## src/rtl/flash_sr_pkg.sv

```systemverilog
package flash_sr_pkg;
   typedef enum logic [2:0] {
      CMD_NONE   = 3'd0,
      CMD_WEN    = 3'd1,
      CMD_WDIS   = 3'd2,
      CMD_RDST   = 3'd3,
      CMD_WRST   = 3'd4,
      CMD_PROG   = 3'd5,
      CMD_SERASE = 3'd6,
      CMD_BERASE = 3'd7
   } sr_cmd_e;

   typedef enum logic [1:0] {
      KIND_WRST   = 2'd0,
      KIND_PROG   = 2'd1,
      KIND_SERASE = 2'd2,
      KIND_BERASE = 2'd3
   } cyc_kind_e;
endpackage

```

## src/rtl/sr_region_guard.sv

```systemverilog
module sr_region_guard #(
   parameter int FROM_TOP = 1
) (
   input  logic [1:0] level,
   input  logic [1:0] addr_hi,
   output logic       addr_locked,
   output logic       any_locked
);
   logic quarter_hit;
   logic half_hit;

   generate
      if (FROM_TOP != 0 && FROM_TOP != 1) begin : g_bad_side
         $error("sr_region_guard: FROM_TOP must be 0 or 1");
      end
      if (FROM_TOP == 1) begin : g_top
         assign quarter_hit = (addr_hi == 2'b11);
         assign half_hit    = addr_hi[1];
      end else begin : g_bottom
         assign quarter_hit = (addr_hi == 2'b00);
         assign half_hit    = ~addr_hi[1];
      end
   endgenerate

   always_comb begin
      unique case (level)
         2'b00:   addr_locked = 1'b0;
         2'b01:   addr_locked = quarter_hit;
         2'b10:   addr_locked = half_hit;
         default: addr_locked = 1'b1;
      endcase
   end

   assign any_locked = (level != 2'b00);
endmodule

```

## src/rtl/sr_cycle_track.sv

```systemverilog
module sr_cycle_track (
   input  logic clk,
   input  logic rst_n,
   input  logic launch,
   input  logic timer_busy,
   output logic in_cycle,
   output logic finish
);
   logic busy_d;

   always_ff @(posedge clk or negedge rst_n) begin
      if (!rst_n) busy_d <= 1'b0;
      else        busy_d <= timer_busy;
   end

   assign finish = busy_d & ~timer_busy;

   always_ff @(posedge clk or negedge rst_n) begin
      if (!rst_n)      in_cycle <= 1'b0;
      else if (finish) in_cycle <= 1'b0;
      else if (launch) in_cycle <= 1'b1;
   end
endmodule

```

## src/rtl/flash_status_ctl.sv

```systemverilog
module flash_status_ctl
   import flash_sr_pkg::*;
#(
   parameter int ADDR_W   = 18,
   parameter int FROM_TOP = 1
) (
   input  logic              clk,
   input  logic              rst_n,
   input  logic              cs_n,
   input  logic              wp_n,
   input  logic              cmd_valid,
   input  logic [2:0]        cmd,
   input  logic [ADDR_W-1:0] cmd_addr,
   input  logic [7:0]        cmd_data,
   input  logic              cycle_busy,
   output logic [7:0]        status,
   output logic              rd_valid,
   output logic [7:0]        rd_data,
   output logic              cyc_start,
   output logic [1:0]        cyc_kind,
   output logic              standby
);
   localparam int HI = ADDR_W - 1;

   generate
      if (ADDR_W < 2) begin : g_bad_width
         $error("flash_status_ctl: ADDR_W must be at least 2");
      end
   endgenerate

   sr_cmd_e    op;
   logic       take, hw_lock, wip, done;
   logic       wel, lock_bit;
   logic [1:0] level;
   logic       addr_locked, any_locked;
   logic       accept;
   cyc_kind_e  kind_nxt;
   logic       unused_bits;

   assign op          = sr_cmd_e'(cmd);
   assign take        = cmd_valid & ~cs_n;
   assign hw_lock     = lock_bit & ~wp_n;
   assign unused_bits = ^{cmd_data[6:4], cmd_data[1:0], cmd_addr[HI-2:0]};

   sr_region_guard #(.FROM_TOP(FROM_TOP)) u_guard (
      .level       (level),
      .addr_hi     (cmd_addr[HI -: 2]),
      .addr_locked (addr_locked),
      .any_locked  (any_locked)
   );

   sr_cycle_track u_track (
      .clk        (clk),
      .rst_n      (rst_n),
      .launch     (accept),
      .timer_busy (cycle_busy),
      .in_cycle   (wip),
      .finish     (done)
   );

   always_comb begin
      accept   = 1'b0;
      kind_nxt = KIND_WRST;
      if (take && !wip && wel) begin
         unique case (op)
            CMD_WRST: begin
               accept   = ~hw_lock;
               kind_nxt = KIND_WRST;
            end
            CMD_PROG: begin
               accept   = ~addr_locked;
               kind_nxt = KIND_PROG;
            end
            CMD_SERASE: begin
               accept   = ~addr_locked;
               kind_nxt = KIND_SERASE;
            end
            CMD_BERASE: begin
               accept   = ~any_locked;
               kind_nxt = KIND_BERASE;
            end
            default: ;
         endcase
      end
   end

   always_ff @(posedge clk or negedge rst_n) begin
      if (!rst_n) begin
         wel <= 1'b0;
      end else if (done) begin
         wel <= 1'b0;
      end else if (take && !wip) begin
         if (op == CMD_WEN)       wel <= 1'b1;
         else if (op == CMD_WDIS) wel <= 1'b0;
      end
   end

   always_ff @(posedge clk or negedge rst_n) begin
      if (!rst_n) begin
         level    <= 2'b00;
         lock_bit <= 1'b0;
      end else if (accept && op == CMD_WRST) begin
         level    <= cmd_data[3:2];
         lock_bit <= cmd_data[7];
      end
   end

   always_ff @(posedge clk or negedge rst_n) begin
      if (!rst_n) begin
         cyc_start <= 1'b0;
         cyc_kind  <= KIND_WRST;
         rd_valid  <= 1'b0;
         rd_data   <= 8'h00;
      end else begin
         cyc_start <= accept;
         cyc_kind  <= kind_nxt;
         rd_valid  <= take && (op == CMD_RDST);
         rd_data   <= status;
      end
   end

   assign status  = {lock_bit, 3'b000, level, wel, wip};
   assign standby = cs_n & ~wip;
endmodule

```

## config.mk

```make
export PLATFORM = sky130hd
export DESIGN_NAME = flash_status_ctl
export DESIGN_NICKNAME = d
export VERILOG_FILES = /design/src/rtl/flash_sr_pkg.sv /design/src/rtl/sr_region_guard.sv /design/src/rtl/sr_cycle_track.sv /design/src/rtl/flash_status_ctl.sv
export SDC_FILE = /design/constraint.sdc
export NUM_CORES = 1
export LEC_CHECK = 0
export ABC_CLOCK_PERIOD_IN_PS = 1450
export BUFFER_PORTS_ARGS = -buffer_cell sky130_fd_sc_hd__buf_2
export CELL_PAD_IN_SITES_DETAIL_PLACEMENT = 2
export CELL_PAD_IN_SITES_GLOBAL_PLACEMENT = 2
export CORE_AREA = 2 2 60 62
export CTS_BUF_LIST = sky130_fd_sc_hd__clkbuf_4 sky130_fd_sc_hd__clkbuf_8
export DETAILED_ROUTE_END_ITERATION = 6
export DIE_AREA = 0 0 62 64
export PLACE_DENSITY_LB_ADDON = 0.1
export REMOVE_ABC_BUFFERS = 1
export SYNTH_ARGS = -nofsm -noshare
export SYNTH_HDL_FRONTEND = slang
export SYNTH_HIERARCHICAL = 1
export SYNTH_SLANG_ARGS = --single-unit
```

## constraint.sdc

```tcl
create_clock -name clk -period 1.45 [get_ports clk]
set_input_delay 0.29 -clock clk [delete_from_list [all_inputs] [get_ports clk]]
set_output_delay 0.29 -clock clk [all_outputs]
set_load 0.01 [all_outputs]
```

# Yosys cells after proc, flatten, opt, wreduce, memory -nomap -nowiden
# Cells that the tools add are included.
# W data, S select, Z words.
# op_classes
n_eq_ne	10
n_mux	11
bitwise	11
reduce_logical	12
# op_table
operator	count
$eq A3 B3 Y1 const B	4
$mux W1	7
$not A1 Y1	7
$eq A3 B2 Y1 const B	2
$pmux W1 S3	2
$pmux W2 S3	1
$reduce_bool A2 Y1	3
$and A1 B1 Y1	4
$eq A2 B2 Y1 const B	2
$logic_and A1 B1 Y1	4
$eq A3 B1 Y1 const B	1
$reduce_bool A3 Y1	1
$eq A2 B1 Y1 const B	1
$logic_not A2 Y1	1
$mux W2	1
$reduce_and A2 Y1	1
$reduce_or A2 Y1	1
$logic_not A1 Y1	1
# totals
regBits	15
in_bits	35
out_inout_bits	21
word_cells	53

# Logic depth before layout (Yosys ltp)
# Gate-level depths: netlist of run 1.
# depth
depth_word	7
depth_mapped	6
mapped_depth_nobuf	6

# By module
# The synthesis of run 1 kept the hierarchy.
# modules_own_cells
mod	n_inst	cells_per_inst	area_each_um2	seq_area_each_um2
flash_status_ctl	1	48	580.6	325.3
sr_cycle_track	1	5	73.8	50.0
sr_region_guard	1	4	20.0	0.0

# Worst setup path after synthesis of run 1
# No wires, ideal clock.
# synth_timing
path_type	register to register
start	register wel
end	register level[0]
setup_time_ns	0.128
arrival_ns	1.211
required_time_ns	1.322
setup_slack_ns	0.111
stages_incl_launch_ff	5
path_buffers	0
period_less_slack_ns	1.339
cell_sequence	dfrtp_1 > nand4b_1 > nor2_2 > nor4b_4 > mux2_1
# synth_between
elab_chain_len	3
# synth_rtl
item	line	text
start: declaration	flash_status_ctl.sv:33	logic wel, lock_bit;
start signal: assignment	flash_status_ctl.sv:89	wel <= 1'b0;
start signal: assignment	flash_status_ctl.sv:91	wel <= 1'b0;
start signal: assignment	flash_status_ctl.sv:93	if (op == CMD_WEN) wel <= 1'b1;
$logic_and A1 B1 Y1	flash_status_ctl.sv:64	if (take && !wip && wel) begin
$mux W1	flash_status_ctl.sv:64	
$logic_and A1 B1 Y1	flash_status_ctl.sv:102	end else if (accept && op == CMD_WRST) begin
end signal: assignment	flash_status_ctl.sv:103	level <= cmd_data[3:2];
end: declaration	flash_status_ctl.sv:34	logic [1:0] level;
# No other way between the ends.
# A chain may end at the register's enable or synchronous reset.

# Final worst setup path of run 1
# layout_timing
start	register wel
end	register level[1]
# Same word-level chain as after synthesis.

==> impl_metrics.json, run 1 <==
{
  "synth_commonest_cells": "dfrtp_1, buf_4, a21oi_1, mux2_1, nor2_1",
  "grt_pass1_wl_mm": 2.59,
  "area_delta_synth_final_pct": 42.5,
  "finalHoldViolCount": 0,
  "htreeDepth": 1,
  "worstSetupPathType": "flop to flop",
  "first_pass_iters": 2,
  "worstHoldPathType": "input pin to flop",
  "place_area_sq_um": 861,
  "coreArea_sq_um": 3280,
  "die_height_um": 64,
  "post-route-drc-count": 0,
  "gp_congestion": 0.693,
  "cp_num_buf_inv": 0,
  "pre_cts_ws_ps": -140,
  "root_buffer": "clkbuf_4",
  "cp_top_family": "simple AND/OR/NAND/NOR gates",
  "switching_share": 0.282,
  "cts_tree": "done",
  "p_total_w": 0.00102,
  "clock_sinks": 15,
  "min_from": "cycle_busy",
  "whs_ps": 150,
  "fin_ws_ps": -1.41,
  "antenna_found_initial": 0,
  "rows": 21,
  "cts_buffers": 3,
  "diodes": 0,
  "critical-path-max-stage-delay_ps": 360,
  "clockBufferDepth": 2,
  "cap_violations": 0,
  "async_reset_ff_frac": 1.00,
  "die_w_um": 62,
  "grt_use_total": 0.0923,
  "power_frac_seq": 0.491,
  "synth-main-ff-cell": "dfrtp_1",
  "ys_top_cells_by_area": "dfrtp_1, buf_4, mux2_1",
  "syn_avg_cell_area_sq_um": 11.8,
  "path_cells": "nand4b_1 -> nor2_2 -> nor4b_4 -> mux2_4",
  "ios": 56,
  "powerDensity_nw_per_um2": 1060,
  "skew_ps": 2.30,
  "drtIter0Drc": 4,
  "portBuffers": 28,
  "via_per_inst": 3.77,
  "cp.arrival_ps": 1620,
  "rr_startpoint": "wel",
  "p_leak_nw": 0.505,
  "fin_crit_ps": 1450,
  "synth_cell_types": 24,
  "setup-violations-final": 1,
  "start_util": 0.205,
  "fin_crit_sh": 1.00,
  "final_nets": 132,
  "final_max_slew_viol_count": 0,
  "clk_latency_ps": 280,
  "grt_pass1_vias": 567,
  "synth_edf_count": 0,
  "fmax_mhz": 689,
  "synth.most_common_cell": "dfrtp_1",
  "synth_warnings": 6,
  "r2r_slack_ps": -1,
  "hpwl_mm": 1.26,
  "die_area_sq_um": 3970,
  "synth-seq-cells": 15,
  "clk_pin_slew_ps": 90,
  "drive_above_1_share": 0.542,
  "netlist_instances": 57,
  "ant_nets": 0,
  "yosysTopAreaCell": "dfrtp_1",
  "cp.required_ps": 1620,
  "ir_worst_vdd_uv": 500,
  "start_kind": "flop",
  "crit_path_max_fanout": 3,
  "grt.overflow.total": 0,
  "detail_route.wl_per_cell_um": 11.7,
  "grt_max_degree": 16,
  "ys_seq_area_frac": 0.557,
  "violations": "setup timing",
  "comb_power_share": 0.254,
  "p_int_w": 0.000730,
  "synth_area_sq_um": 674,
  "critPathSlowestCell": "dfrtp_1",
  "synth_top_area_share": 0.557,
  "num-fill-cells": 390,
  "critical_path.startpoint": "wel",
  "final_cell_area_sq_um": 961,
  "rsz0062_at_grt": "yes",
  "vias": 536,
  "outcome": "finished, violations left",
  "p_sw_w": 0.000286,
  "clkPwrFrac": 0.255,
  "setup.worst_path.end_class": "flop",
  "wl_mm": 1.67
}
==> cell type report <==
| type | count | area, sq um | area share |
|---|---|---|---|
| flip-flops and latches | 15 | 377 | 0.392 |
| multi-input cells | 37 | 264 | 0.275 |
| repair buffers | 39 | 229 | 0.238 |
| well taps | 46 | 57.6 | 0.0599 |
| clock buffers | 4 | 30.0 | 0.0312 |
| inverters | 1 | 3.75 | 0.00391 |
==> worst paths after layout <==
check | to | cells past startpoint
setup / recovery | level[1] | 4
hold / removal | u_track/busy_d | 1
setup reg to reg | level[1] | 4
hold reg to reg | rd_data[3] | 0
max in group asynchronous | u_track/in_cycle | 2
min in group asynchronous | rd_data[2] | 2
==> power by group through the flow <==
stage	clock network [W]	logic [W]	registers, W
3_5_place_dp	0	0.000220	0.000510
6_report	0.000259	0.000258	0.000499
5_1_grt	0.000302	0.000290	0.000507
2_1_floorplan	0	0.0000670	0.000535
4_1_cts	0.000283	0.000231	0.000502
3_3_place_gp	0	0.000218	0.000507
==> cell families (layout without fill, tap and decap cells) <==
family	count (synthesis)	after routing	synth area share
DFF	15	15	0.557
and+or+nand+nor	22	22	0.232
buffers and inverters	10	44	0.106
muxes	3	3	0.0501
AOI/OAI and AO/OA	6	6	0.0501
other	1	6	0.00556
==> repair_timing <==
item,in CTS,in global routing
setup endpoints to repair,3,5
resized for setup,1,6
pin swaps,2,3
buffers inserted,2,3
endpoints found under the hold margin,15,0
hold buffers,1,0
cloned,0,0
==> metal layers <==
metal | vias up | wire (um) | share of wire | GRT usage
met3 | 2 | 141 | 0.085 | 0.0445
met5 | - | 0 | 0 | 0
met1 | 259 | 725 | 0.43 | 0.112
li1 | 254 | - | - | -
met4 | 0 | 15 | 0.0090 | 0.0319
met2 | 21 | 784 | 0.47 | 0.139
==> stage by stage <==
step	setup TNS, ps	utilization	cells
finish	-1.41	0.293	142
global route	-303	0.293	142
CTS	-41.0	0.280	139
detailed placement	-379	0.262	132
floorplan	0	-	53
global placement	-324	0.262	132
==> state kept, by name, indices dropped and copies added, names as in the netlist <==
register	flops
cyc_kind	2
cyc_start	1
level	2
lock_bit	1
rd_data	5
rd_valid	1
u_track/busy_d	1
u_track/in_cycle	1
wel	1
==> cell usage in the layout, fill, tap and decap left out, types with 2 or more instances in the layout <==
cell / instances
clkbuf_4: 4
mux2_4: 3
or2_1: 2
a21oi_1: 3
nand2_1: 2
nor2_1: 3
conb_1: 6
buf_4: 9
nor2_2: 2
dfrtp_1: 14
buf_2: 28
nor3_1: 2
Power figures use the tool's default switching activity.
==> run 2, diff against run 1 <==
CORE_AREA = 2 2 51 73   (was 2 2 60 62)
DIE_AREA = 0 0 53 75   (was 0 0 62 64)
==> impl_metrics.json, run 2 (same netlist as run 1, synthesis figures left out) <==
{
  "powerDensity_nw_per_um2": 1150,
  "cts_tree": "done",
  "final_common_cell": "buf_2",
  "grt_pass1_wl_mm": 2.64,
  "die_height_um": 75,
  "grt_pass1_vias": 567,
  "final_max_slew_viol_count": 0,
  "num-fill-cells": 393,
  "reg2reg_to": "lock_bit",
  "clk_pin_slew_ps": 70,
  "switching_share": 0.283,
  "rr_startpoint": "wel",
  "cp_top_family": "simple AND/OR/NAND/NOR gates",
  "pre_cts_ws_ps": -67.8,
  "post-route-drc-count": 0,
  "portBuffers": 28,
  "worstHoldPathType": "input pin to flop",
  "detail_route.wl_per_cell_um": 11.9,
  "comb_power_share": 0.215,
  "fmax_mhz": 711,
  "rsz0062_at_grt": "yes",
  "coreArea_sq_um": 3280,
  "crit_path_max_fanout": 3,
  "fin_crit_sh": 0.970,
  "cp.arrival_ps": 1540,
  "top_regs": "rd_data (5), cyc_kind (2), level (2)",
  "finalSetupTns_ps": 0,
  "ir_worst_vdd_uv": 421,
  "antenna_found_initial": 0,
  "via_per_inst": 3.96,
  "grt_max_degree": 16,
  "min_from": "cycle_busy",
  "hpwl_mm": 1.24,
  "clk_latency_ps": 250,
  "hold_path_depth": 1,
  "ios": 56,
  "ant_nets": 0,
  "setup.worst_path.end_class": "flop",
  "die_area_sq_um": 3980,
  "outcome": "finished, final reports clean",
  "fin_crit_ps": 1410,
  "clock_sinks": 15,
  "worstSetupPathType": "flop to flop",
  "finalNonFillerCells": 133,
  "wl_mm": 1.58,
  "r2r_cells": 4,
  "fin_ws_ps": 43.2,
  "drtIter0Drc": 2,
  "grt.overflow.total": 0,
  "cp.required_ps": 1580,
  "clockBufferDepth": 2,
  "rows": 25,
  "first_pass_iters": 2,
  "power_frac_seq": 0.462,
  "start_util": 0.205,
  "final_cell_area_sq_um": 931,
  "place_area_sq_um": 861,
  "finalHoldViolCount": 0,
  "start_kind": "flop",
  "area_delta_synth_final_pct": 38.0,
  "gp_congestion": 0.731,
  "p_leak_nw": 0.498,
  "path_cells": "nand4b_1 -> nor2_2 -> nor4b_4 -> mux2_1",
  "drive_above_1_share": 0.484,
  "p_int_w": 0.000771,
  "p_sw_w": 0.000304,
  "root_buffer": "clkbuf_8",
  "cts_buffers": 3,
  "clkPwrFrac": 0.323,
  "final_nets": 129,
  "vias": 527,
  "r2r_slack_ps": 40,
  "setup-violations-final": 0,
  "htreeDepth": 1,
  "placedCellCount": 127,
  "cp_num_buf_inv": 0,
  "grt_use_total": 0.0947,
  "regMostFlops": "rd_data",
  "min_to": "u_track/busy_d",
  "diodes": 0,
  "largest_reg_flops": 5,
  "critPathSlowestCell": "dfrtp_1",
  "cap_violations": 0,
  "mostFrequentLayoutCells": "buf_2, dfrtp_1, buf_4, conb_1",
  "die_w_um": 53,
  "p_total_w": 0.00107,
  "skew_ps": 1.57,
  "critical-path-max-stage-delay_ps": 360
}
-- run 2: power by group through the flow --
| stage | registers, W | logic (W) | clock network [W] |
|---|---|---|---|
| after floorplan | 0.000535 | 0.0000670 | 0 |
| after global placement | 0.000506 | 0.000227 | 0 |
| after detailed placement | 0.000506 | 0.000230 | 0 |
| after CTS | 0.000499 | 0.000234 | 0.000370 |
| after global routing | 0.000506 | 0.000264 | 0.000380 |
| final | 0.000497 | 0.000231 | 0.000347 |
-- run 2: what timing repair did --
action,CTS,global route
hold buffers,1,0
hold endpoints to repair,15,0
buffers inserted,0,1
resized for setup,0,2
endpoints found under the setup margin,0,4
-- run 2: layout make-up --
class,count,area (sq um),share of cell area
Clock inverter,1,5.00,0.00538
Tap cell,40,50.0,0.0538
Inverter,1,3.75,0.00403
Multi-Input combinational cell,37,253,0.272
Clock buffer,3,41.3,0.0444
Timing Repair Buffer,36,203,0.218
Sequential cell,15,375,0.403
-- run 2: worst max-delay path by stage --
stage               from  endpoint  slack, ps  cells past startpoint
detailed placement  cs_n  level[0]        -70                      5
global route         wel  level[1]        -70                      4
CTS                  wel  level[0]         30                      4
global placement    cs_n  level[0]        -60                      5
finish               wel  lock_bit         40                      4
floorplan            wel  level[0]         50                      4
-- run 2: per-stage QoR --
step                hold slack (ps)   util
CTS                             184  0.279
floorplan                     -5.59      -
finish                          189  0.283
global placement                228  0.262
detailed placement              227  0.262
global route                    184  0.283
-- run 2: worst register-to-register path: cells and delay by family, from the launching register on --
family           cells  cell delay (ps)
DFF                  1              360
and+or+nand+nor      3              570
muxes                1              350
-- run 2: layer usage --
| metal | share of wire | GRT usage |
|---|---|---|
| met3 | 0.072 | 0.0218 |
| met4 | 0.016 | 0.0684 |
| met2 | 0.52 | 0.158 |
| met1 | 0.39 | 0.103 |
| met5 | 0 | 0 |
==> run 3, diff against run 2 <==
ABC_CLOCK_PERIOD_IN_PS = 1600   (was 1450)
clock period = 1.6 ns   (was 1.45 ns; I/O delays follow)
==> impl_metrics.json, run 3 (same netlist as run 1, synthesis figures left out) <==
{
  "htreeDepth": 1,
  "fin_crit_ps": 1390,
  "grt_max_degree": 16,
  "cap_violations": 0,
  "coreArea_sq_um": 3280,
  "cp.required_ps": 1730,
  "via_per_inst": 3.98,
  "largest_reg_flops": 5,
  "p_sw_w": 0.000265,
  "p_leak_nw": 0.488,
  "p_int_w": 0.000712,
  "drtIter0Drc": 1,
  "vias": 522,
  "final_nets": 127,
  "seq_area_sq_um": 375,
  "gp_congestion": 0.705,
  "ant_nets": 0,
  "power_frac_seq": 0.462,
  "grt_pass1_wl_mm": 2.57,
  "grt_use_total": 0.0935,
  "portBuffers": 28,
  "die_height_um": 75,
  "r2r_cells": 4,
  "rsz0062_at_grt": "no",
  "switching_share": 0.271,
  "setup-violations-final": 0,
  "clk_pin_slew_ps": 60,
  "num-fill-cells": 390,
  "start_util": 0.205,
  "grt.overflow.total": 0,
  "cts_buffers": 3,
  "outcome": "finished, final reports clean",
  "final_max_slew_viol_count": 0,
  "comb_power_share": 0.202,
  "reg2reg_to": "level[0]",
  "worstSetupPathType": "flop to flop",
  "min_from": "cycle_busy",
  "cp.arrival_ps": 1520,
  "rr_startpoint": "wel",
  "setup.worst_path.end_class": "flop",
  "r2r_slack_ps": 210,
  "fin_crit_sh": 0.872,
  "cts_tree": "done",
  "antenna_found_initial": 0,
  "start_kind": "flop",
  "hold_path_depth": 1,
  "final_common_cell": "buf_2",
  "ir_worst_vdd_uv": 417,
  "multi_input_area_sq_um": 246,
  "clockBufferDepth": 2,
  "min_to": "u_track/busy_d",
  "clk_latency_ps": 250,
  "mostFrequentLayoutCells": "buf_2, dfrtp_1, conb_1, buf_4",
  "diodes": 0,
  "wl_mm": 1.55,
  "detail_route.wl_per_cell_um": 11.9,
  "post-route-drc-count": 0,
  "crit_path_max_fanout": 3,
  "finalNonFillerCells": 131,
  "fmax_mhz": 717,
  "skew_ps": 3.40,
  "finalHoldViolCount": 0,
  "drive_above_1_share": 0.451,
  "worstHoldPathType": "input pin to flop",
  "root_buffer": "clkbuf_8",
  "clkPwrFrac": 0.335,
  "regMostFlops": "rd_data",
  "powerDensity_nw_per_um2": 1070,
  "die_area_sq_um": 3980,
  "ios": 56,
  "placedCellCount": 126,
  "first_pass_iters": 2,
  "clock_sinks": 15,
  "rows": 25,
  "grt_pass1_vias": 549,
  "die_w_um": 53,
  "area_delta_synth_final_pct": 35.3,
  "hpwl_mm": 1.26,
  "finalSetupTns_ps": 0,
  "top_regs": "rd_data (5), cyc_kind (2), level (2)"
}
run 3: cell count changes in the layout (fill, tap and decap cells not counted), sizes merged:
cell and change:
clkinv -1, clkbuf +1, buf -2
run 3: area by class of cell:
type | instances | area share
Clock buffer | 4 | 0.0535
Tap cell | 40 | 0.0549
Multi-Input combinational cell | 37 | 0.270
Inverter | 1 | 0.00412
Sequential cell | 15 | 0.412
Timing Repair Buffer | 34 | 0.206
run 3: worst max-delay path by stage:
stage	start	endpoint	slack, ps	cells after the start
floorplan	wel	level[0]	200	4
global placement	cs_n	lock_bit	60	5
detailed placement	cs_n	level[0]	50	5
CTS	lock_bit	level[0]	170	3
global route	wel	level[0]	80	4
finish	wel	level[0]	210	4
run 3: metal layers:
| layer | track usage | share of wire | wire length (um) | vias up |
|---|---|---|---|---|
| li1 | - | - | - | 243 |
| met1 | 0.0984 | 0.37 | 568 | 250 |
| met2 | 0.156 | 0.52 | 811 | 24 |
| met3 | 0.0218 | 0.076 | 118 | 5 |
| met4 | 0.0769 | 0.035 | 54 | 0 |
| met5 | 0 | 0 | 0 | - |
run 3: through the flow:
stage	total power (W)	hold slack (ps)	cell area, sq um	utilization	setup WS [ps]
3_3_place_gp	0.000658	258	853	0.260	57.7
2_1_floorplan	0.000546	24.4	626	-	203
3_5_place_dp	0.000661	265	853	0.260	45.1
5_1_grt	0.00105	209	912	0.278	83.2
4_1_cts	0.00101	215	912	0.278	174
6_report	0.000977	223	912	0.278	205
run 3: critical path, stage by stage (launching register included):
cell	delay, ps
dfrtp_1	350
nand4b_1	150
nor2_2	130
nor4b_4	290
mux2_1	350
run 3: power by group through the flow:
stage	registers (W)	logic [W]	clock network, W
3_5_place_dp	0.000460	0.000201	0
3_3_place_gp	0.000460	0.000198	0
4_1_cts	0.000453	0.000204	0.000353
2_1_floorplan	0.000485	0.0000608	0
6_report	0.000452	0.000197	0.000328
5_1_grt	0.000459	0.000222	0.000366
run 3: what timing repair did:
| action | 4_1_cts | 5_1_grt |
|---|---|---|
| resized for setup | 0 | 0 |
| hold buffers | 1 | 0 |
| endpoints found under the hold margin | 15 | 0 |
| buffers inserted | 0 | 0 |
